<file path="src/rtl/i2c_regbridge_pkg.sv">
package i2c_regbridge_pkg;

   typedef enum logic [2:0] {
      ST_IDLE,
      ST_CHECK,
      ST_START,
      ST_BITS,
      ST_STOP
   } seq_state_t;

   // Packed so that it overlays command bits 13:0 directly
   typedef struct packed {
      logic       wr;
      logic [4:0] regn;
      logic [7:0] wdata;
   } cmd_t;

   localparam int ABORT_BIT = 15;
   localparam int BUSY_BIT  = 13;
   localparam int ERR_BIT   = 14;

endpackage

</file>
<file path="src/rtl/i2c_rb_tick.sv">
module i2c_rb_tick #(
   parameter int QUARTER_CYC = 100
) (
   input  logic clk,
   input  logic rst_n,
   input  logic run,
   output logic tick
);
   generate
      if (QUARTER_CYC == 1) begin : g_direct
         assign tick = run;
      end else begin : g_count
         localparam int CW = $clog2(QUARTER_CYC);
         logic [CW-1:0] cnt;
         logic          last;
         assign last = (cnt == CW'(QUARTER_CYC - 1));
         always_ff @(posedge clk) begin
            if (!rst_n)            cnt <= '0;
            else if (!run || last) cnt <= '0;
            else                   cnt <= cnt + 1'b1;
         end
         assign tick = run && last;
      end
   endgenerate
endmodule

</file>
<file path="src/rtl/i2c_rb_cmd.sv">
module i2c_rb_cmd
   import i2c_regbridge_pkg::*;
(
   input  logic        clk,
   input  logic        rst_n,
   input  logic        we,
   input  logic [15:0] wdata,
   input  logic        busy,
   output logic [14:0] ctrl_r,
   output logic        start,
   output logic        abort,
   output cmd_t        cmd
);
   logic changed;

   assign abort   = we && wdata[ABORT_BIT];
   assign changed = (wdata[14:0] != ctrl_r);
   assign start   = we && !wdata[ABORT_BIT] && !busy && changed;
   assign cmd     = cmd_t'(wdata[13:0]);

   always_ff @(posedge clk) begin
      if (!rst_n)     ctrl_r <= '0;
      else if (abort) ctrl_r <= '0;
      else if (start) ctrl_r <= wdata[14:0];
   end

   // writes during a transfer leave the stored command alone
   assert_busy_hold_R4: assert property (@(posedge clk) disable iff (!rst_n)
      (busy && we && !wdata[ABORT_BIT]) |=> $stable(ctrl_r));

   // abort wipes the stored command
   assert_abort_clear_R9: assert property (@(posedge clk) disable iff (!rst_n)
      (we && wdata[ABORT_BIT]) |=> (ctrl_r == '0));
endmodule

</file>
<file path="src/rtl/i2c_rb_seq.sv">
module i2c_rb_seq
   import i2c_regbridge_pkg::*;
#(
   parameter logic [5:0] BASE_ID  = 6'd4,
   parameter int         NUM_REGS = 20
) (
   input  logic       clk,
   input  logic       rst_n,
   input  logic       start,
   input  logic       abort,
   input  cmd_t       cmd,
   input  logic       tick,
   input  logic       sda_i,
   output logic       busy,
   output logic       err,
   output logic [7:0] rdata,
   output logic       run,
   output logic       scl_oe,
   output logic       sda_oe
);
   seq_state_t state;
   cmd_t       cmd_r;
   logic [1:0] phase;
   logic [3:0] bitn;
   logic       bytn;
   logic       frm;
   logic       nack;
   logic [7:0] shreg;
   logic [7:0] rxsh;
   logic       rd_byte;
   logic [7:0] f0_b0, f0_b1, f1_b0, f1_b1;

   assign rd_byte = frm && bytn && !cmd_r.wr;
   assign f0_b0   = {BASE_ID, 1'b0, 1'b0};
   assign f0_b1   = {3'b000, cmd_r.regn};
   assign f1_b0   = {BASE_ID, 1'b1, !cmd_r.wr};
   assign f1_b1   = cmd_r.wdata;

   assign busy = (state != ST_IDLE);
   assign run  = (state == ST_START) || (state == ST_BITS) || (state == ST_STOP);

   always_ff @(posedge clk) begin
      if (!rst_n) begin
         state <= ST_IDLE;
         cmd_r <= '0;
         phase <= '0;
         bitn  <= '0;
         bytn  <= 1'b0;
         frm   <= 1'b0;
         nack  <= 1'b0;
         err   <= 1'b0;
         shreg <= '0;
         rxsh  <= '0;
         rdata <= '0;
      end else if (abort) begin
         state <= ST_IDLE;
         phase <= '0;
         nack  <= 1'b0;
         err   <= 1'b0;
         rdata <= '0;
      end else begin
         case (state)
            ST_IDLE: begin
               if (start) begin
                  cmd_r <= cmd;
                  err   <= 1'b0;
                  nack  <= 1'b0;
                  state <= ST_CHECK;
               end
            end
            ST_CHECK: begin
               if (int'(cmd_r.regn) >= NUM_REGS) begin
                  err   <= 1'b1;
                  state <= ST_IDLE;
               end else begin
                  frm   <= 1'b0;
                  bytn  <= 1'b0;
                  bitn  <= '0;
                  phase <= '0;
                  shreg <= f0_b0;
                  state <= ST_START;
               end
            end
            ST_START: begin
               if (tick) begin
                  phase <= phase + 2'd1;
                  if (phase == 2'd3) begin
                     bitn  <= '0;
                     state <= ST_BITS;
                  end
               end
            end
            ST_BITS: begin
               if (tick) begin
                  phase <= phase + 2'd1;
                  if (phase == 2'd1) begin
                     if (bitn != 4'd8)           rxsh <= {rxsh[6:0], sda_i};
                     else if (!rd_byte && sda_i) nack <= 1'b1;
                  end
                  if (phase == 2'd3) begin
                     if (bitn != 4'd8) begin
                        shreg <= {shreg[6:0], 1'b0};
                        bitn  <= bitn + 4'd1;
                     end else if (nack || bytn) begin
                        if (rd_byte) rdata <= rxsh;
                        state <= ST_STOP;
                     end else begin
                        bytn  <= 1'b1;
                        bitn  <= '0;
                        shreg <= frm ? f1_b1 : f0_b1;
                     end
                  end
               end
            end
            ST_STOP: begin
               if (tick) begin
                  phase <= phase + 2'd1;
                  if (phase == 2'd3) begin
                     if (nack) begin
                        err   <= 1'b1;
                        state <= ST_IDLE;
                     end else if (!frm) begin
                        frm   <= 1'b1;
                        bytn  <= 1'b0;
                        bitn  <= '0;
                        shreg <= f1_b0;
                        state <= ST_START;
                     end else begin
                        state <= ST_IDLE;
                     end
                  end
               end
            end
            default: state <= ST_IDLE;
         endcase
      end
   end

   always_comb begin
      scl_oe = 1'b0;
      sda_oe = 1'b0;
      case (state)
         ST_START: begin
            scl_oe = phase[1];
            sda_oe = (phase != 2'd0);
         end
         ST_BITS: begin
            scl_oe = (phase == 2'd0) || (phase == 2'd3);
            sda_oe = (bitn != 4'd8) && !rd_byte && !shreg[7];
         end
         ST_STOP: begin
            scl_oe = (phase == 2'd0);
            sda_oe = !phase[1];
         end
         default: ;
      endcase
   end

   // data on SDA holds while SCL is high inside a byte
   assert_sda_steady_R5: assert property (@(posedge clk) disable iff (!rst_n)
      (state == ST_BITS && $past(state == ST_BITS) && !scl_oe && !$past(scl_oe))
      |-> $stable(sda_oe));

   // the error flag only rises as the transfer ends
   assert_err_ends_R7: assert property (@(posedge clk) disable iff (!rst_n)
      $rose(err) |-> !busy);

   // abort frees the bus on the next cycle
   assert_abort_release_R9: assert property (@(posedge clk) disable iff (!rst_n)
      abort |=> (!busy && !scl_oe && !sda_oe && !err));

   // out-of-range register numbers fail without touching the bus
   assert_range_fail_R10: assert property (@(posedge clk) disable iff (!rst_n)
      (state == ST_CHECK && int'(cmd_r.regn) >= NUM_REGS && !abort) |=> (err && !busy));
endmodule

</file>
<file path="src/rtl/i2c_regbridge.sv">
module i2c_regbridge
   import i2c_regbridge_pkg::*;
#(
   parameter int         QUARTER_CYC = 100,
   parameter logic [5:0] BASE_ID     = 6'd4,
   parameter int         NUM_REGS    = 20
) (
   input  logic        clk,
   input  logic        rst_n,
   input  logic        ctrl_we,
   input  logic [15:0] ctrl_wdata,
   output logic [15:0] ctrl_q,
   output logic [15:0] stat_q,
   output logic        scl_oe,
   output logic        sda_oe,
   input  logic        sda_i
);
   generate
      if (QUARTER_CYC < 1) begin : g_bad_div
         $error("QUARTER_CYC must be at least 1");
      end
      if (NUM_REGS < 1 || NUM_REGS > 32) begin : g_bad_regs
         $error("NUM_REGS must lie in 1..32");
      end
   endgenerate

   logic [14:0] ctrl_r;
   logic        start, abort, busy, err, run, tick;
   logic [7:0]  rdata;
   cmd_t        cmd;

   i2c_rb_cmd u_cmd (
      .clk    (clk),
      .rst_n  (rst_n),
      .we     (ctrl_we),
      .wdata  (ctrl_wdata),
      .busy   (busy),
      .ctrl_r (ctrl_r),
      .start  (start),
      .abort  (abort),
      .cmd    (cmd)
   );

   i2c_rb_tick #(.QUARTER_CYC(QUARTER_CYC)) u_tick (
      .clk   (clk),
      .rst_n (rst_n),
      .run   (run),
      .tick  (tick)
   );

   i2c_rb_seq #(.BASE_ID(BASE_ID), .NUM_REGS(NUM_REGS)) u_seq (
      .clk    (clk),
      .rst_n  (rst_n),
      .start  (start),
      .abort  (abort),
      .cmd    (cmd),
      .tick   (tick),
      .sda_i  (sda_i),
      .busy   (busy),
      .err    (err),
      .rdata  (rdata),
      .run    (run),
      .scl_oe (scl_oe),
      .sda_oe (sda_oe)
   );

   assign ctrl_q = {1'b0, ctrl_r};
   assign stat_q = {1'b0, err, busy, 5'b00000, rdata};

   // a fresh command raises busy on the next cycle
   assert_start_busy_R2: assert property (@(posedge clk) disable iff (!rst_n)
      (!stat_q[BUSY_BIT] && ctrl_we && !ctrl_wdata[ABORT_BIT] && ctrl_wdata[14:0] != ctrl_q[14:0])
      |=> stat_q[BUSY_BIT]);

   // rewriting the held command does nothing
   assert_same_idle_R3: assert property (@(posedge clk) disable iff (!rst_n)
      (!stat_q[BUSY_BIT] && ctrl_we && !ctrl_wdata[ABORT_BIT] && ctrl_wdata[14:0] == ctrl_q[14:0])
      |=> !stat_q[BUSY_BIT]);
endmodule

</file>
<file path="config.mk">
export PLATFORM = sky130hd
export DESIGN_NAME = i2c_regbridge
export DESIGN_NICKNAME = d
export VERILOG_FILES = /design/src/rtl/i2c_regbridge_pkg.sv /design/src/rtl/i2c_rb_tick.sv /design/src/rtl/i2c_rb_cmd.sv /design/src/rtl/i2c_rb_seq.sv /design/src/rtl/i2c_regbridge.sv
export SDC_FILE = /design/constraint.sdc
export NUM_CORES = 1
export LEC_CHECK = 0
export CORE_UTILIZATION = 58
export CTS_CLUSTER_SIZE = 30
export DETAILED_ROUTE_END_ITERATION = 8
export GPL_ROUTABILITY_DRIVEN = 0
export MAX_ROUTING_LAYER = met4
export PLACE_DENSITY = 0.94
export SYNTH_ARGS = -nofsm -noshare
export SYNTH_HDL_FRONTEND = slang
export SYNTH_SLANG_ARGS = --single-unit
</file>
<file path="constraint.sdc">
create_clock -name clk -period 3.4 [get_ports clk]
set_input_delay 1.02 -clock clk [delete_from_list [all_inputs] [get_ports clk]]
set_output_delay 1.02 -clock clk [all_outputs]
set_load 0.02 [all_outputs]
</file>
==> flow_results.xml <==
<?xml version="1.0" encoding="UTF-8"?>
<metrics>
  <group name="clock_tree">
    <metric name="cts-root-to-sink-buffers" unit="">2</metric>
    <metric name="cts_root_buffer" unit="">sky130_fd_sc_hd__clkbuf_8</metric>
    <metric name="cts.sink_count" unit="">73</metric>
    <metric name="cts.reportedPaths.clkPinSlew" unit="ns">0.08</metric>
    <metric name="cts_tree" unit="">done</metric>
    <metric name="clock_latency" unit="ns">0.36</metric>
    <metric name="numCtsBuffers" unit="">9</metric>
    <metric name="cts_max_level" unit="">3</metric>
  </group>
  <group name="timing">
    <metric name="timing.slew.headroom" unit="%">42.1</metric>
    <metric name="period_share" unit="%">95.5</metric>
    <metric name="fin_worst_skew" unit="ns">0.00846</metric>
    <metric name="timing.setup.tns" unit="ns">0</metric>
    <metric name="report.final.setup_viol" unit="">0</metric>
    <metric name="worst_pin_slew" unit="ns">0.865</metric>
    <metric name="hold_violations" unit="">0</metric>
    <metric name="grt_setup_unrepaired" unit="">no</metric>
    <metric name="final_period_minus_worst_setup_slack" unit="ns">3.25</metric>
    <metric name="clock.fmax" unit="GHz">0.308</metric>
    <metric name="final_slew_viol_count" unit="">0</metric>
  </group>
  <group name="grt">
    <metric name="groute.usage.overall" unit="%">31.0</metric>
    <metric name="antenna_found_initial" unit="">0</metric>
    <metric name="grt_first_pass_wirelength" unit="um">14600</metric>
    <metric name="first_global_vias" unit="">3115</metric>
    <metric name="grt_start_max_net_pins" unit="">35</metric>
    <metric name="grt.overflow.total" unit="">0</metric>
  </group>
  <group name="worst_setup_path">
    <metric name="cp_slowest_cell" unit="">sky130_fd_sc_hd__clkdlybuf4s50_1</metric>
    <metric name="setup_crit_path_kind" unit="">reg -&gt; out</metric>
    <metric name="critical_path.endpoint_type" unit="">output port</metric>
    <metric name="crit_path_start" unit="">u_seq.state[2]</metric>
    <metric name="cp_slowest_stage_delay" unit="ns">0.65</metric>
    <metric name="path_cells" unit="">inv_1, nor2_1, a22oi_1, o22ai_1, clkdlybuf4s50_1</metric>
    <metric name="worst_setup_path_start_kind" unit="">register</metric>
    <metric name="r2r-start" unit="">u_seq.state[2]</metric>
    <metric name="ff2ff_setup_slack" unit="ns">0.93</metric>
    <metric name="worst_ep_required_time" unit="ns">2.38</metric>
    <metric name="worst-path-max-fanout" unit="">15</metric>
    <metric name="crit_arrival" unit="ns">2.23</metric>
  </group>
  <group name="yosys">
    <metric name="mappedNetlistArea" unit="mm^2">0.00348</metric>
    <metric name="post_synth.cell_area_avg" unit="um^2">8.73</metric>
    <metric name="post_synth_num_cell_types" unit="">55</metric>
    <metric name="synth-main-ff-cell" unit="">sky130_fd_sc_hd__dfxtp_1</metric>
    <metric name="synth_edf_count" unit="">0</metric>
    <metric name="number_of_synthesized_register_bits" unit="">73</metric>
    <metric name="synth.yosys.warnings" unit="">0</metric>
    <metric name="number_of_instances_in_the_synthesized_netlist" unit="">399</metric>
    <metric name="async_reset_ff_share" unit="%">0</metric>
    <metric name="ys_seq_area_share" unit="%">41.9</metric>
  </group>
  <group name="die">
    <metric name="die_height" unit="um">79.5</metric>
    <metric name="core-area" unit="mm^2">0.00564</metric>
    <metric name="boundaryPins" unit="">54</metric>
    <metric name="initial_core_util" unit="%">61.8</metric>
    <metric name="fp-row-count" unit="">27</metric>
    <metric name="dieArea" unit="mm^2">0.00632</metric>
    <metric name="fp.dieW" unit="um">79.5</metric>
  </group>
  <group name="final_layout">
    <metric name="filler_instances" unit="">400</metric>
    <metric name="stdcell_count" unit="">519</metric>
    <metric name="design_area" unit="mm^2">0.00421</metric>
    <metric name="layout-drive-gt1-share" unit="%">9.62</metric>
    <metric name="area_growth_syn_to_layout" unit="%">20.7</metric>
    <metric name="nets" unit="">468</metric>
    <metric name="insertedDiodeCount" unit="">0</metric>
  </group>
  <group name="drt">
    <metric name="routed_via_density" unit="">6.21</metric>
    <metric name="detail_route.first_pass.iterations" unit="">5</metric>
    <metric name="detailroute.via_count" unit="">3225</metric>
    <metric name="total_detailed_routing_wirelength" unit="um">8930</metric>
    <metric name="drt_iter0_drc" unit="">251</metric>
    <metric name="wire_per_inst" unit="um">17.2</metric>
    <metric name="postRouteAntennaNets" unit="">0</metric>
    <metric name="drc_errors" unit="">0</metric>
  </group>
  <group name="placed_design">
    <metric name="port_buffers" unit="">46</metric>
    <metric name="post-place-cells" unit="">503</metric>
    <metric name="dp_area" unit="mm^2">0.00398</metric>
    <metric name="hpwl" unit="um">6070</metric>
  </group>
  <group name="power">
    <metric name="power.leakage" unit="nW">1.55</metric>
    <metric name="p_per_area" unit="mW/mm^2">501</metric>
    <metric name="power.ir.vdd_worst" unit="mV">0.312</metric>
  </group>
  <group name="job">
    <metric name="max_cap_viol_count" unit="">0</metric>
  </group>
  <group name="worst_hold_path">
    <metric name="worstHoldPathType" unit="">reg -&gt; reg</metric>
    <metric name="beginning_of_the_worst_hold_path" unit="">u_tick.g_count.cnt[0]</metric>
  </group>
  <group name="status">
    <metric name="result_of_the_run" unit="">finished clean</metric>
  </group>
</metrics>
where the power goes:
part / internal [mW] / switching, mW / total, mW
Clock: 0.415 / 0.343 / 0.759
Combinational: 0.162 / 0.243 / 0.404
Sequential: 0.905 / 0.0375 / 0.943
Total: 1.48 / 0.624 / 2.11
metal layers:
metal | track usage, % | vias to the layer above | wire [um] | part of all wire, %
met5 | - | - | 0 | 0
met2 | 51.0 | 141 | 4400 | 49
met4 | 18.9 | 0 | 373 | 4.2
li1 | - | 1500 | - | -
met1 | 34.9 | 1543 | 3640 | 41
met3 | 5.60 | 41 | 520 | 5.8
placed cells by master (no fill, tap or decap), types with 3 or more instances in the layout:
cell                              Yosys  layout
sky130_fd_sc_hd__nor3_1               7       7
sky130_fd_sc_hd__a21oi_1             38      38
sky130_fd_sc_hd__a211oi_1             9       9
sky130_fd_sc_hd__nand3b_1             7       7
sky130_fd_sc_hd__conb_1               1       7
sky130_fd_sc_hd__o21a_1               3       3
sky130_fd_sc_hd__clkbuf_8             0       9
sky130_fd_sc_hd__dfxtp_1             73      73
sky130_fd_sc_hd__xor2_1              17      17
sky130_fd_sc_hd__a32oi_1              3       3
sky130_fd_sc_hd__o22ai_1              4       4
sky130_fd_sc_hd__nor2_1              49      49
sky130_fd_sc_hd__o21ai_0             33      33
sky130_fd_sc_hd__xnor2_1              3       3
sky130_fd_sc_hd__ha_1                 6       6
sky130_fd_sc_hd__nor4_1               5       5
sky130_fd_sc_hd__a22oi_1              3       3
sky130_fd_sc_hd__o31ai_1              3       3
sky130_fd_sc_hd__nand2_1             17      17
sky130_fd_sc_hd__mux2_2               5       5
sky130_fd_sc_hd__inv_1                7       7
sky130_fd_sc_hd__nand2b_1             3       3
sky130_fd_sc_hd__buf_4                9      13
sky130_fd_sc_hd__clkdlybuf4s50_1      0      45
sky130_fd_sc_hd__nand3_1             20      20
sky130_fd_sc_hd__mux2i_1             18      18
critical path, delay by kind of cell, from the launching register on:
kind                   cells  cell delay, ns
AOI/OAI and AO/OA          2            0.32
buffers and inverters      2            0.79
DFF                        1            0.61
and+or+nand+nor            1            0.16
cell families (layout without fill, tap and decap cells):
kind of cell	after synthesis	count (layout)	share of synthesized area [%]
other	1	7	0.108
XOR/XNOR	20	20	5.03
multiplexers	23	23	6.79
flip-flops	73	73	41.9
buffers and inverters	41	83	5.78
AND/OR/NAND/NOR	126	126	18.9
adder cells (fa/ha/maj)	6	6	2.15
AO/OA/AOI/OAI	109	109	19.3
state kept, by name, indices dropped and copies added (netlist names):
signal	flops
u_seq.bitn	4
u_seq.rdata	8
u_seq.shreg	8
u_seq.cmd_r	6
u_seq.nack	1
u_tick.g_count.cnt	7
u_seq.phase	2
u_seq.err	1
u_cmd.ctrl_r	15
u_seq.rxsh	8
u_seq.bytn	1
u_seq.f1_b1	8
u_seq.state	3
u_seq.frm	1
Yosys cell counts (2+ instances only):
cell,count,share of area (%)
sky130_fd_sc_hd__a31oi_1,2,0.36
sky130_fd_sc_hd__dfxtp_1,73,42
sky130_fd_sc_hd__inv_1,7,0.75
sky130_fd_sc_hd__xor2_1,17,4.3
sky130_fd_sc_hd__o22ai_1,4,0.72
sky130_fd_sc_hd__and4_1,2,0.50
sky130_fd_sc_hd__a22oi_1,3,0.65
sky130_fd_sc_hd__nor4_1,5,0.90
sky130_fd_sc_hd__a21oi_1,38,5.5
sky130_fd_sc_hd__buf_2,5,0.72
sky130_fd_sc_hd__o31ai_1,3,0.65
sky130_fd_sc_hd__a32oi_1,3,0.75
sky130_fd_sc_hd__nor3_1,7,1.0
sky130_fd_sc_hd__mux2_2,5,1.6
sky130_fd_sc_hd__mux2i_1,18,5.2
sky130_fd_sc_hd__nor3b_1,2,0.43
sky130_fd_sc_hd__nor2b_1,2,0.36
sky130_fd_sc_hd__nand3_1,20,2.9
sky130_fd_sc_hd__clkbuf_1,18,1.9
sky130_fd_sc_hd__nand2b_1,3,0.54
sky130_fd_sc_hd__ha_1,6,2.2
sky130_fd_sc_hd__nand3b_1,7,1.5
sky130_fd_sc_hd__nor2_1,49,5.3
sky130_fd_sc_hd__o21a_1,3,0.65
sky130_fd_sc_hd__o21ai_0,33,4.7
sky130_fd_sc_hd__buf_4,9,1.9
sky130_fd_sc_hd__xnor2_1,3,0.75
sky130_fd_sc_hd__a211oi_1,9,1.9
sky130_fd_sc_hd__nand2_1,17,1.8
final timing paths:
check | endpoint | cells past startpoint
worst min-delay path | u_tick.g_count.cnt[0] | 1
worst min register to register | u_tick.g_count.cnt[0] | 1
worst max register to register | u_seq.nack | 5
worst max-delay path | scl_oe | 5
repair_timing:
| item | in CTS | in global routing |
|---|---|---|
| hold buffers | 0 | 0 |
| buffers inserted | 0 | 0 |
| resized for setup | 0 | 1 |
| setup endpoints to repair | 0 | 1 |
layout make-up:
class	instances	area (um^2)	area share, %
Multi-Input combinational cell	291	1840	43.8
Sequential cell	73	1460	34.7
Timing Repair Buffer	59	561	13.3
Clock buffer	10	128	3.03
Clock inverter	6	92.6	2.20
Tap cell	72	90.1	2.14
Inverter	8	30.0	0.714
through the flow:
| stage | setup WS, ns | power, mW | util [%] | hold slack [ns] |
|---|---|---|---|---|
| final | 0.151 | 2.11 | 74.6 | 0.449 |
| after global routing | 0.00298 | 2.18 | 74.6 | 0.480 |
| after CTS | 0.0745 | 2.10 | 74.5 | 0.452 |
| after detailed placement | 0.458 | 1.35 | 70.6 | 0.437 |
| after global placement | 0.548 | 1.33 | 70.6 | 0.433 |
| after floorplan | 0.923 | 1.23 | - | 0.418 |
(Power assumes the default switching activity.)
